[config.mk]
export PLATFORM = sky130hd
export DESIGN_NAME = repl_policy_unit
export DESIGN_NICKNAME = d
export VERILOG_FILES = /design/src/rtl/repl_pkg.sv /design/src/rtl/repl_onehot_enc.sv /design/src/rtl/repl_state_mem.sv /design/src/rtl/repl_lru_logic.sv /design/src/rtl/repl_bit_plru_logic.sv /design/src/rtl/repl_tree_plru_logic.sv /design/src/rtl/repl_policy_unit.sv
export SDC_FILE = /design/constraint.sdc
export NUM_CORES = 1
export LEC_CHECK = 0
export BUFFER_PORTS_ARGS = -buffer_cell sky130_fd_sc_hd__buf_2
export CAP_MARGIN = 20
export CORE_MARGIN = 5
export CORE_UTILIZATION = 60
export CTS_CLUSTER_DIAMETER = 40
export CTS_CLUSTER_SIZE = 30
export DETAILED_ROUTE_END_ITERATION = 8
export GPL_ROUTABILITY_DRIVEN = 0
export PLACE_DENSITY = 0.78
export SYNTH_ARGS = -nofsm -noshare
export SYNTH_HDL_FRONTEND = slang
export SYNTH_SLANG_ARGS = --single-unit
[constraint.sdc]
create_clock -name clk_i -period 3.1 [get_ports clk_i]
set_input_delay 0.62 -clock clk_i [delete_from_list [all_inputs] [get_ports clk_i]]
set_output_delay 0.62 -clock clk_i [all_outputs]
set_load 0.1 [all_outputs]
[src/rtl/repl_pkg.sv]
package repl_pkg;
  typedef enum logic [1:0] {
    POL_LRU  = 2'd0,
    POL_BIT  = 2'd1,
    POL_TREE = 2'd2
  } repl_policy_e;
endpackage

[src/rtl/repl_onehot_enc.sv]
module repl_onehot_enc #(
  parameter int IDX_W = 2,
  localparam int N = 1 << IDX_W
) (
  input  logic [N-1:0]     oh_i,
  output logic [IDX_W-1:0] idx_o
);
  always_comb begin
    idx_o = '0;
    for (int b = 0; b < IDX_W; b++) begin
      for (int i = 0; i < N; i++) begin
        if (((i >> b) & 1) == 1) idx_o[b] = idx_o[b] | oh_i[i];
      end
    end
  end
endmodule

[src/rtl/repl_state_mem.sv]
module repl_state_mem #(
  parameter int LINE_W = 3,
  parameter int SW = 4,
  parameter logic [SW-1:0] RST_VAL = '0,
  localparam int LINES = 1 << LINE_W
) (
  input  logic              clk_i,
  input  logic              rst_ni,
  input  logic              we_i,
  input  logic [LINE_W-1:0] waddr_i,
  input  logic [SW-1:0]     wdata_i,
  input  logic [LINE_W-1:0] raddr_a_i,
  output logic [SW-1:0]     rdata_a_o,
  input  logic [LINE_W-1:0] raddr_b_i,
  output logic [SW-1:0]     rdata_b_o
);
  logic [SW-1:0] mem_q [LINES];

  always_ff @(posedge clk_i or negedge rst_ni) begin
    if (!rst_ni) begin
      for (int l = 0; l < LINES; l++) mem_q[l] <= RST_VAL;
    end else if (we_i) begin
      mem_q[waddr_i] <= wdata_i;
    end
  end

  assign rdata_a_o = mem_q[raddr_a_i];
  assign rdata_b_o = mem_q[raddr_b_i];
endmodule

[src/rtl/repl_lru_logic.sv]
module repl_lru_logic #(
  parameter int W = 2,
  localparam int N = 1 << W,
  localparam int SW = N * W
) (
  input  logic [SW-1:0] cur_upd_i,
  input  logic [N-1:0]  way_oh_i,
  output logic [SW-1:0] nxt_o,
  input  logic [SW-1:0] cur_qry_i,
  output logic [N-1:0]  victim_oh_o
);
  logic [W-1:0] acc_age;

  // age of the accessed way, selected by the one-hot vector
  always_comb begin
    acc_age = '0;
    for (int j = 0; j < N; j++) begin
      if (way_oh_i[j]) acc_age = acc_age | cur_upd_i[j*W +: W];
    end
  end

  always_comb begin
    nxt_o = cur_upd_i;
    for (int j = 0; j < N; j++) begin
      if (way_oh_i[j]) nxt_o[j*W +: W] = '1;
      else if (cur_upd_i[j*W +: W] > acc_age) nxt_o[j*W +: W] = cur_upd_i[j*W +: W] - 1'b1;
    end
  end

  always_comb begin
    for (int j = 0; j < N; j++) victim_oh_o[j] = (cur_qry_i[j*W +: W] == '0);
  end
endmodule

[src/rtl/repl_bit_plru_logic.sv]
module repl_bit_plru_logic #(
  parameter int W = 2,
  localparam int N = 1 << W
) (
  input  logic [N-1:0] cur_upd_i,
  input  logic [N-1:0] way_oh_i,
  output logic [N-1:0] nxt_o,
  input  logic [N-1:0] cur_qry_i,
  output logic [N-1:0] victim_oh_o
);
  logic [N-1:0] merged;
  logic         found;

  assign merged = cur_upd_i | way_oh_i;
  assign nxt_o  = (&merged) ? way_oh_i : merged;

  always_comb begin
    victim_oh_o = '0;
    found = 1'b0;
    for (int i = 0; i < N; i++) begin
      if (!cur_qry_i[i] && !found) begin
        victim_oh_o[i] = 1'b1;
        found = 1'b1;
      end
    end
  end
endmodule

[src/rtl/repl_tree_plru_logic.sv]
module repl_tree_plru_logic #(
  parameter int W = 2,
  localparam int N = 1 << W,
  localparam int SW = N - 1
) (
  input  logic [SW-1:0] cur_upd_i,
  input  logic [N-1:0]  way_oh_i,
  output logic [SW-1:0] nxt_o,
  input  logic [SW-1:0] cur_qry_i,
  output logic [N-1:0]  victim_oh_o
);
  logic [W-1:0] way_idx;

  repl_onehot_enc #(.IDX_W(W)) u_upd_enc (
    .oh_i  (way_oh_i),
    .idx_o (way_idx)
  );

  // heap node n is stored at bit n-1
  always_comb begin
    int node;
    nxt_o = cur_upd_i;
    for (int l = 0; l < W; l++) begin
      node = (1 << l) | (int'(way_idx) >> (W - l));
      nxt_o[node-1] = ~way_idx[W-1-l];
    end
  end

  always_comb begin
    int n;
    n = 1;
    for (int l = 0; l < W; l++) n = 2 * n + int'(cur_qry_i[n-1]);
    victim_oh_o = N'(1) << (n - N);
  end
endmodule

[src/rtl/repl_policy_unit.sv]
module repl_policy_unit #(
  parameter int NWAY_W = 2,
  parameter int NLINE_W = 3,
  parameter repl_pkg::repl_policy_e POLICY = repl_pkg::POL_LRU,
  localparam int N = 1 << NWAY_W
) (
  input  logic               clk_i,
  input  logic               rst_ni,
  input  logic               upd_en_i,
  input  logic [NLINE_W-1:0] upd_line_i,
  input  logic [N-1:0]       upd_way_i,
  input  logic [NLINE_W-1:0] qry_line_i,
  output logic [N-1:0]       victim_oh_o,
  output logic [NWAY_W-1:0]  victim_idx_o
);
  import repl_pkg::*;

  localparam int SW = (POLICY == POL_LRU) ? N * NWAY_W :
                      (POLICY == POL_BIT) ? N : N - 1;

  function automatic logic [SW-1:0] init_state();
    logic [SW-1:0] r;
    r = '0;
    if (POLICY == POL_LRU) begin
      for (int j = 0; j < N; j++) r[j*NWAY_W +: NWAY_W] = NWAY_W'(j);
    end
    return r;
  endfunction

  localparam logic [SW-1:0] RST_STATE = init_state();

  logic [SW-1:0] cur_upd, cur_qry, nxt_state;

  repl_state_mem #(
    .LINE_W  (NLINE_W),
    .SW      (SW),
    .RST_VAL (RST_STATE)
  ) u_state (
    .clk_i     (clk_i),
    .rst_ni    (rst_ni),
    .we_i      (upd_en_i),
    .waddr_i   (upd_line_i),
    .wdata_i   (nxt_state),
    .raddr_a_i (upd_line_i),
    .rdata_a_o (cur_upd),
    .raddr_b_i (qry_line_i),
    .rdata_b_o (cur_qry)
  );

  generate
    if (POLICY == POL_LRU) begin : g_lru
      repl_lru_logic #(.W(NWAY_W)) u_pol (
        .cur_upd_i   (cur_upd),
        .way_oh_i    (upd_way_i),
        .nxt_o       (nxt_state),
        .cur_qry_i   (cur_qry),
        .victim_oh_o (victim_oh_o)
      );
    end else if (POLICY == POL_BIT) begin : g_bit
      repl_bit_plru_logic #(.W(NWAY_W)) u_pol (
        .cur_upd_i   (cur_upd),
        .way_oh_i    (upd_way_i),
        .nxt_o       (nxt_state),
        .cur_qry_i   (cur_qry),
        .victim_oh_o (victim_oh_o)
      );
    end else begin : g_tree
      repl_tree_plru_logic #(.W(NWAY_W)) u_pol (
        .cur_upd_i   (cur_upd),
        .way_oh_i    (upd_way_i),
        .nxt_o       (nxt_state),
        .cur_qry_i   (cur_qry),
        .victim_oh_o (victim_oh_o)
      );
    end
  endgenerate

  repl_onehot_enc #(.IDX_W(NWAY_W)) u_vic_enc (
    .oh_i  (victim_oh_o),
    .idx_o (victim_idx_o)
  );
endmodule

==> results of run 1 <==
## cell type report
class,count,area (um2)
Multi-Input combinational cell,312,2050
Sequential cell,64,1640
Timing Repair Buffer,66,574
Tap cell,75,93.8
Clock buffer,11,141
Clock inverter,5,33.8
Inverter,13,48.8
Fill cell,412,1410
## cell families (layout without fill, tap and decap cells)
group / count (synthesis) / after routing
flip-flops: 64 / 64
buffers and inverters: 32 / 95
adder cells (fa/ha/maj): 8 / 8
AO/OA/AOI/OAI: 122 / 122
multiplexers: 25 / 25
AND/OR/NAND/NOR: 151 / 151
XOR/XNOR: 6 / 6
## where the power goes
part           switching (mW)  internal [mW]
Clock                   0.326          0.310
Sequential              0.269           1.21
Combinational           0.919          0.668
## routing by layer
metal	routed length (um)	GRT usage	up-vias	part of all wire
met2	4910	0.456	166	0.47
met1	4250	0.363	1617	0.41
met3	782	0.0654	39	0.076
li1	-	-	1585	-
met4	397	0.127	0	0.038
met5	0	0	-	0
## worst max-delay path: cells and delay by family
kind / cells / cell delay, ps
AO/OA/AOI/OAI: 6 / 1030
AND/OR/NAND/NOR: 5 / 860
buffers and inverters: 2 / 280
adder cells (fa/ha/maj): 1 / 220
XOR/XNOR: 1 / 210
## cells in the final DEF, fill, tap and decap left out, drive strengths merged, types with 3 or more instances in the layout
cell,instances
nor3,17
nor2b,4
a31oi,22
inv,13
ha,8
o21ai,31
mux2,4
a21oi,45
dfrtp,32
nand3,7
a22oi,5
mux2i,15
clkinv,3
dfstp,32
nand2,42
mux4,6
clkbuf,11
a221o,3
o311ai,3
xnor2,4
nor2,72
buf,66
## what timing repair did
action	CTS	global route
resized for setup	1	25
pin swaps	1	14
setup buffers	0	1
hold endpoints to repair	0	0
hold buffers	0	0
setup endpoints to repair	3	58
## worst paths after layout
| path | start | end | slack [ps] | cells after the start |
|---|---|---|---|---|
| setup / recovery | upd_line_i[1] | u_state.mem_q[51]$_DFFE_PN0P_ | 110 | 15 |
| hold / removal | rst_ni | u_state.mem_q[52]$_DFFE_PN0P_ | 250 | 2 |
| max in group asynchronous | rst_ni | u_state.mem_q[26]$_DFFE_PN1P_ | 2520 | 2 |
| setup reg to reg | u_state.mem_q[5]$_DFFE_PN1P_ | u_state.mem_q[51]$_DFFE_PN0P_ | 170 | 12 |
| min in group clk_i | u_state.mem_q[22]$_DFFE_PN1P_ | u_state.mem_q[22]$_DFFE_PN1P_ | 480 | 2 |
| hold reg to reg | u_state.mem_q[22]$_DFFE_PN1P_ | u_state.mem_q[22]$_DFFE_PN1P_ | 480 | 2 |
==> results.sh, run 1 <==
export IMPL_grt_antenna_before_repair=0
export IMPL_dieArea_um2=7920
export IMPL_clkSinkCount=64
export IMPL_seq_area_frac_synth=0.438
export IMPL_yosysUniqueCellTypes=50
export IMPL_design_area_um2=4580
export IMPL_drc_errors=0
export IMPL_yosysMostFrequentCell="nor2_1"
export IMPL_root_buffer="clkbuf_8"
export IMPL_rows=28
export IMPL_fin_nets=487
export IMPL_yosys_area_share_simple=0.179
export IMPL_clk_pin_slew_worst_paths_ps=70
export IMPL_leakage_nw=1.94
export IMPL_grt_pass1_wl_um=16600
export IMPL_synth_xor_area_frac=0.0160
export IMPL_grt_util_all_layers=0.282
export IMPL_setup_viol=0
export IMPL_cp_end_kind="flip-flop"
export IMPL_ant_nets=0
export IMPL_synth_top_area_share=0.224
export IMPL_cp_arrival_ps=3220
export IMPL_maxCapViolCount=0
export IMPL_synth_top_area_cell="dfstp_2"
export IMPL_largest_reg_flops=64
export IMPL_worstPathCellList="buf_6, buf_6, and2b_2, a221o_1, nand2_2, o21ai_2, a22o_1, nor2_4, ha_4, nor2b_1, o21ai_1, a31oi_2, xor2_1, nor2_4, a21oi_1"
export IMPL_cts_made_buffers=9
export IMPL_avgSynthCellArea_um2=9.18
export IMPL_largest_registers="u_state.mem_q x64"
export IMPL_grt_max_degree=65
export IMPL_final_hold_viol_count=0
export IMPL_synth_compound_area_frac=0.207
export IMPL_total_power_mw=3.70
export IMPL_tns_ps=0
export IMPL_slew_headroom=0.565
export IMPL_first_pass_iters=5
export IMPL_dr_first_iter_drc_count=300
export IMPL_core_area_um2=5990
export IMPL_via_per_inst=6.24
export IMPL_drt_total_wl_um=10300
export IMPL_start_util=0.625
export IMPL_cp_required_ps=3330
export IMPL_synth_fp_nets=429
export IMPL_antenna_cells=0
export IMPL_fin_util=0.764
export IMPL_wl_per_cell_um=18.9
export IMPL_clock_fmax_mhz=334
export IMPL_grt_pass1_vias=3297
export IMPL_timing_final_ws_setup_ps=110
export IMPL_synth_top_family_by_area="compound AO/OA/AOI/OAI gates"
export IMPL_ir_drop_v=0.000682
export IMPL_die_w_um=89.0
export IMPL_dp_slack_ps=-397
export IMPL_critPathMaxStageDelay_ps=360
export IMPL_final_min_period_over_clock_period=0.965
export IMPL_cts_max_level=3
export IMPL_powerDensity_nw_per_um2=808
export IMPL_ys_ff_latch=64
export IMPL_whs_ps=252
export IMPL_drive_above_1_share=0.331
export IMPL_criticalPathCategory="input pin to flip-flop"
export IMPL_crit_path_max_fanout=11
export IMPL_hpwlAfterDp_um=7490
export IMPL_hold_path_class="input pin to asynchronous set/reset pin"
export IMPL_async_reset_ff_frac=1.00
export IMPL_clockBufferDepth=2
export IMPL_ys_top_cells_by_area="dfstp_2 (22%), dfrtp_1 (21%), nor2_1 (6.6%)"
export IMPL_tritoncts="built"
export IMPL_synth_edf_count=0
export IMPL_crit_path_top_delay_cell="a221o_1"
export IMPL_min_period_ps=2990
export IMPL_rsz0062_at_grt="false"
export IMPL_dp_cells=529
export IMPL_io_pins=19
export IMPL_ys_warnings_count=0
export IMPL_synth_fa_ha_area_frac=0.0267
export IMPL_vias=3407
export IMPL_skew_ps=9.49
export IMPL_cp_start_kind="input pin"
export IMPL_tightestPinTransition_ps=651
export IMPL_largest_register="u_state.mem_q"
export IMPL_port_buffers=18
export IMPL_synthMuxAreaShare=0.0882
export IMPL_ys_flop_type="dfstp_2"
export IMPL_syn_area_um2=3750
export IMPL_ys_top_cells_by_count="nor2_1 (66), a21oi_1 (44), nand2_1 (42)"
export IMPL_insertion_delay_ps=350
export IMPL_dieHeight_um=89.0
export IMPL_outcome="finished clean"
export IMPL_syn_to_final_growth_pct=22.2
export IMPL_place_area_um2=4300
export IMPL_syn_inst=408
export IMPL_final_cells=546
export IMPL_maxSlewViolCount=0
export IMPL_grt_overflow=0
Note: power is estimated with default switching activity, not from simulation.
==> inputs of run 2 (changes only) <==
- ABC_AREA: not set -> 1
==> run 2 against run 1 <==
  * Synthesized area is 8.6% higher
  * Global-route usage increased by 2.7 points
  * Clock skew is 2.7 ps higher
  * Register-to-register slack improved by 200 ps
  * Sequential power is 5% lower
  * Fmax increased by 2.3%
  * Sequential cell count is the same
  * Setup slack gained 66 ps
  * Hold slack got worse by 3.0 ps
==> results.sh, run 2 <==
export IMPL_tritoncts="built"
export IMPL_die_w_um=92.4
export IMPL_cts_max_level=3
export IMPL_worstPathCellList="buf_2, inv_1, buf_12, nand2_1, nand3_1, nand3_1, nor2_1, o22ai_1, nor2_1, buf_4, ha_1, a21oi_1, nand3_1, nand2_1, nand3_2, nand2_1, nand2_1"
export IMPL_outcome="finished clean"
export IMPL_async_reset_ff_frac=1.00
export IMPL_cts_made_buffers=9
export IMPL_synth_top_area_cell="nand2_1"
export IMPL_rows=30
export IMPL_wl_per_cell_um=16.8
export IMPL_yosysUniqueCellTypes=28
export IMPL_yosysMostFrequentCell="nand2_1"
export IMPL_fin_nets=674
export IMPL_via_per_inst=5.88
export IMPL_clockBufferDepth=2
export IMPL_final_min_period_over_clock_period=0.943
export IMPL_tightestPinTransition_ps=593
export IMPL_ys_warnings_count=0
export IMPL_final_cell_mix="nand2_1 (279), inv_1 (66), nand3_1 (63), dfrtp_1 (32), dfstp_2 (32)"
export IMPL_largest_registers="u_state.mem_q x64"
export IMPL_ys_flop_type="dfstp_2"
export IMPL_antenna_cells=0
export IMPL_dieHeight_um=92.4
export IMPL_total_power_mw=3.56
export IMPL_insertion_delay_ps=360
export IMPL_slew_headroom=0.599
export IMPL_clock_fmax_mhz=342
export IMPL_critPathMaxStageDelay_ps=250
export IMPL_drt_total_wl_um=12400
export IMPL_root_buffer="clkbuf_8"
export IMPL_timing_final_ws_setup_ps=176
export IMPL_min_period_ps=2920
export IMPL_maxSlewViolCount=0
export IMPL_largest_register="u_state.mem_q"
export IMPL_fin_util=0.719
export IMPL_syn_area_um2=4070
export IMPL_ys_ff_latch=64
export IMPL_leakage_nw=2.57
export IMPL_skew_ps=12.1
export IMPL_synth_top_area_share=0.257
export IMPL_seq_area_frac_synth=0.403
export IMPL_clkSinkCount=64
export IMPL_first_pass_iters=6
export IMPL_avgSynthCellArea_um2=6.77
export IMPL_cp_start_kind="input pin"
export IMPL_largest_reg_flops=64
export IMPL_rsz0062_at_grt="false"
export IMPL_cp_arrival_ps=3210
export IMPL_drc_errors=0
export IMPL_ir_drop_v=0.000486
export IMPL_crit_path_max_fanout=26
export IMPL_ant_nets=0
export IMPL_dp_slack_ps=-131
export IMPL_hold_path_class="input pin to asynchronous set/reset pin"
export IMPL_synth_edf_count=0
export IMPL_fillerInstances=543
export IMPL_final_hold_viol_count=0
export IMPL_drive_above_1_share=0.201
export IMPL_dieArea_um2=8530
export IMPL_syn_inst=601
export IMPL_crit_path_top_delay_cell="a21oi_1"
export IMPL_maxCapViolCount=0
export IMPL_cp_end_kind="flip-flop"
export IMPL_core_area_um2=6680
export IMPL_grt_max_degree=27
export IMPL_clk_pin_slew_worst_paths_ps=70
export IMPL_tns_ps=0
export IMPL_vias=4336
export IMPL_grt_antenna_before_repair=0
export IMPL_hpwlAfterDp_um=8890
export IMPL_ys_top_cells_by_count="nand2_1 (279), inv_1 (66), nand3_1 (63)"
export IMPL_grt_overflow=0
export IMPL_grt_util_all_layers=0.309
export IMPL_grt_pass1_vias=4038
export IMPL_io_pins=19
export IMPL_ys_top_cells_by_area="nand2_1 (26%), dfstp_2 (21%), dfrtp_1 (20%)"
export IMPL_dr_first_iter_drc_count=567
export IMPL_grt_pass1_wl_um=20400
export IMPL_setup_viol=0
export IMPL_criticalPathCategory="input pin to flip-flop"
export IMPL_cp_common_cell="nand2_1"
export IMPL_start_util=0.609
export IMPL_port_buffers=18
export IMPL_layout_commonest_cell="nand2_1"
export IMPL_syn_to_final_growth_pct=18.0
export IMPL_synth_fp_nets=622
export IMPL_powerDensity_nw_per_um2=740
export IMPL_cp_required_ps=3390
[run 2: cell types whose count changed in the layout (fill, tap and decap cells not counted), sizes merged, moves of 5 or more]
cell	before	now
nor3	17	6
a22oi	5	0
buf	66	54
o21ai	31	14
mux2i	15	0
nor2	72	29
o211ai	0	10
a31oi	22	0
mux4	6	0
a21oi	45	10
nand3	7	68
nand2	42	284
inv	13	78
o311ai	3	10
[run 2: logic make-up (layout without fill, tap and decap cells)]
kind of cell | count (synthesis) | in the layout | share of synthesized area
buf+inv | 91 | 148 | 0.0901
simple gates | 389 | 389 | 0.403
fa+ha+maj | 8 | 8 | 0.0246
flops | 64 | 64 | 0.403
compound gates | 49 | 49 | 0.0784
[run 2: layout make-up]
class                   count  area [um2]  area share
clock inverters             3        42.5     0.00886
clock buffers              13         159      0.0331
inverters                  78         293      0.0610
multi-input cells         446        2070       0.431
well taps                  80         100      0.0208
flip-flops and latches     64        1640       0.342
repair buffers             54         498       0.104
[run 2: stage by stage]
step	hold slack, ps	cell area [um2]	std cells
2_1_floorplan	324	4070	601
3_3_place_gp	454	4590	722
3_5_place_dp	459	4590	722
4_1_cts	260	4790	738
5_1_grt	290	4800	738
6_report	249	4800	738
[run 2: final timing paths]
kind	start	slack [ps]	cells past startpoint	endpoint
worst max register to register	u_state.mem_q[31]$_DFFE_PN1P_	370	14	u_state.mem_q[23]$_DFFE_PN1P_
min in group clk_i	u_state.mem_q[13]$_DFFE_PN1P_	470	2	u_state.mem_q[13]$_DFFE_PN1P_
worst min-delay path	rst_ni	250	1	u_state.mem_q[19]$_DFFE_PN0P_
worst max-delay path	upd_line_i[0]	180	17	u_state.mem_q[23]$_DFFE_PN1P_
worst min register to register	u_state.mem_q[13]$_DFFE_PN1P_	470	2	u_state.mem_q[13]$_DFFE_PN1P_
max in group asynchronous	rst_ni	2080	2	u_state.mem_q[55]$_DFFE_PN1P_
[run 2: routing by layer]
metal	vias up	share of wire	track usage
met5	-	0	0
met4	0	0.049	0.155
met3	62	0.099	0.0666
met2	259	0.45	0.468
met1	2009	0.41	0.419
li1	2006	-	-
[run 2: repair_timing]
| action | 4_1_cts | 5_1_grt |
|---|---|---|
| setup endpoints to repair | 0 | 3 |
| setup buffers | 0 | 0 |
| resized for setup | 0 | 1 |
| hold buffers | 0 | 0 |
[run 2: report_power, final]
group / internal [mW] / switching (mW) / total [mW]
registers: 1.18 / 0.214 / 1.39
clock network: 0.415 / 0.331 / 0.745
logic: 0.506 / 0.915 / 1.42
[run 2: critical path: cells and delay by family]
kind                     cells  cell delay (ps)
buffers and inverters        4              540
adder cells (fa/ha/maj)      1              240
AO/OA/AOI/OAI                2              380
AND/OR/NAND/NOR             10             1410
==> inputs of run 3 (changes only) <==
- PLACE_DENSITY: 0.78 -> 0.88
- SKIP_LAST_GASP: not set -> 1
==> run 3 against run 2 <==
  * Combinational power decreased by 3%
  * Highest routed layer unchanged
  * Routed wire length shrank 0.35%
  * Die area did not move
  * Register-to-register slack got worse by 120 ps
==> results.sh, run 3 (synthesis gave the netlist of run 2 again) <==
export IMPL_outcome="finished clean"
export IMPL_syn_to_final_growth_pct=16.9
export IMPL_final_cells=736
export IMPL_grt_max_degree=27
export IMPL_maxSlewViolCount=0
export IMPL_criticalPathCategory="input pin to flip-flop"
export IMPL_tns_ps=0
export IMPL_largest_reg_flops=64
export IMPL_fin_util=0.712
export IMPL_tritoncts="built"
export IMPL_leakage_nw=2.55
export IMPL_cp_end_kind="flip-flop"
export IMPL_fin_nets=672
export IMPL_setup_viol=0
export IMPL_cts_made_buffers=9
export IMPL_grt_util_all_layers=0.299
export IMPL_grt_pass1_wl_um=19800
export IMPL_maxCapViolCount=0
export IMPL_hold_path_class="input pin to asynchronous set/reset pin"
export IMPL_dieHeight_um=92.4
export IMPL_start_util=0.609
export IMPL_ant_nets=0
export IMPL_port_buffers=18
export IMPL_crit_path_max_fanout=10
export IMPL_drc_errors=0
export IMPL_clockBufferDepth=2
export IMPL_cp_arrival_ps=3280
export IMPL_largest_registers="u_state.mem_q x64"
export IMPL_cts_max_level=3
export IMPL_dp_cells=720
export IMPL_seqCellArea_um2=1640
export IMPL_clock_fmax_mhz=333
export IMPL_timing_final_ws_setup_ps=99.0
export IMPL_die_w_um=92.4
export IMPL_ir_drop_v=0.000484
export IMPL_dp_slack_ps=-204
export IMPL_min_period_ps=3000
export IMPL_grt_pass1_vias=4001
export IMPL_powerDensity_nw_per_um2=744
export IMPL_skew_ps=13.8
export IMPL_grt_overflow=0
export IMPL_slew_headroom=0.607
export IMPL_dr_first_iter_drc_count=576
export IMPL_via_per_inst=5.88
export IMPL_drt_total_wl_um=12300
export IMPL_insertion_delay_ps=360
export IMPL_first_pass_iters=5
export IMPL_whs_ps=255
export IMPL_postCtsHoldBufs=0
export IMPL_total_power_mw=3.54
export IMPL_final_cell_mix="nand2_1 (279), inv_1 (66), nand3_1 (63)"
export IMPL_multi_input_area_um2=2070
export IMPL_io_pins=19
export IMPL_rows=30
export IMPL_antenna_cells=0
export IMPL_layout_commonest_cell="nand2_1"
export IMPL_vias=4329
export IMPL_clkSinkCount=64
export IMPL_place_area_um2=4540
export IMPL_hpwlAfterDp_um=9070
export IMPL_grt_antenna_before_repair=0
export IMPL_clk_pin_slew_worst_paths_ps=80
export IMPL_cp_required_ps=3380
export IMPL_dieArea_um2=8530
export IMPL_cts_repair_resize_count=0
export IMPL_final_min_period_over_clock_period=0.968
export IMPL_drive_above_1_share=0.204
export IMPL_fillerInstances=556
export IMPL_root_buffer="clkbuf_8"
export IMPL_wl_per_cell_um=16.7
export IMPL_design_area_um2=4760
export IMPL_final_hold_viol_count=0
export IMPL_cp_start_kind="input pin"
export IMPL_largest_register="u_state.mem_q"
export IMPL_tightestPinTransition_ps=582
export IMPL_core_area_um2=6680
export IMPL_post_cts_repair_setup_buffers=0
-- run 3: critical path, cell delays in order --
cell and delay, ps:
buf_2 140, inv_1 80, buf_4 180, buf_12 140, nand3_1 100, nand3_1 90, nor2_1 230, o22ai_1 140
nor2_2 260, ha_1 300, a21oi_1 260, nand3_1 160, nand2_1 110, nand3_2 260, nand2_1 150, nand2_1 70
-- run 3: layout make-up --
cell class / instances / share of cell area
sequential: 64 / 0.345
inverter: 78 / 0.0616
clock buffer: 11 / 0.0318
multi-input combinational: 446 / 0.435
tap: 80 / 0.0210
timing repair buffer: 52 / 0.0937
clock inverter: 5 / 0.0116
-- run 3: layer usage --
layer | part of all wire | track usage | vias up
met5 | 0 | 0 | -
met2 | 0.45 | 0.451 | 270
met4 | 0.054 | 0.167 | 0
li1 | - | - | 1992
met3 | 0.097 | 0.0658 | 64
met1 | 0.40 | 0.398 | 2003
-- run 3: where the power goes --
group	switching [mW]	total, mW	leakage (nW)	internal, mW
clock network	0.341	0.753	0.101	0.412
logic	0.903	1.38	1.72	0.475
registers	0.234	1.41	0.727	1.18
total	1.48	3.54	2.55	2.06
-- run 3: worst paths after layout --
| check | start | endpoint | slack (ps) | cells after the start |
|---|---|---|---|---|
| setup / recovery | upd_line_i[0] | u_state.mem_q[47]$_DFFE_PN1P_ | 100 | 16 |
| hold / removal | rst_ni | u_state.mem_q[36]$_DFFE_PN0P_ | 260 | 1 |
| setup reg to reg | u_state.mem_q[31]$_DFFE_PN1P_ | u_state.mem_q[47]$_DFFE_PN1P_ | 250 | 13 |
| hold reg to reg | u_state.mem_q[21]$_DFFE_PN1P_ | u_state.mem_q[21]$_DFFE_PN1P_ | 470 | 2 |
| max in group asynchronous | rst_ni | u_state.mem_q[53]$_DFFE_PN1P_ | 2050 | 2 |
| min in group clk_i | u_state.mem_q[21]$_DFFE_PN1P_ | u_state.mem_q[21]$_DFFE_PN1P_ | 470 | 2 |
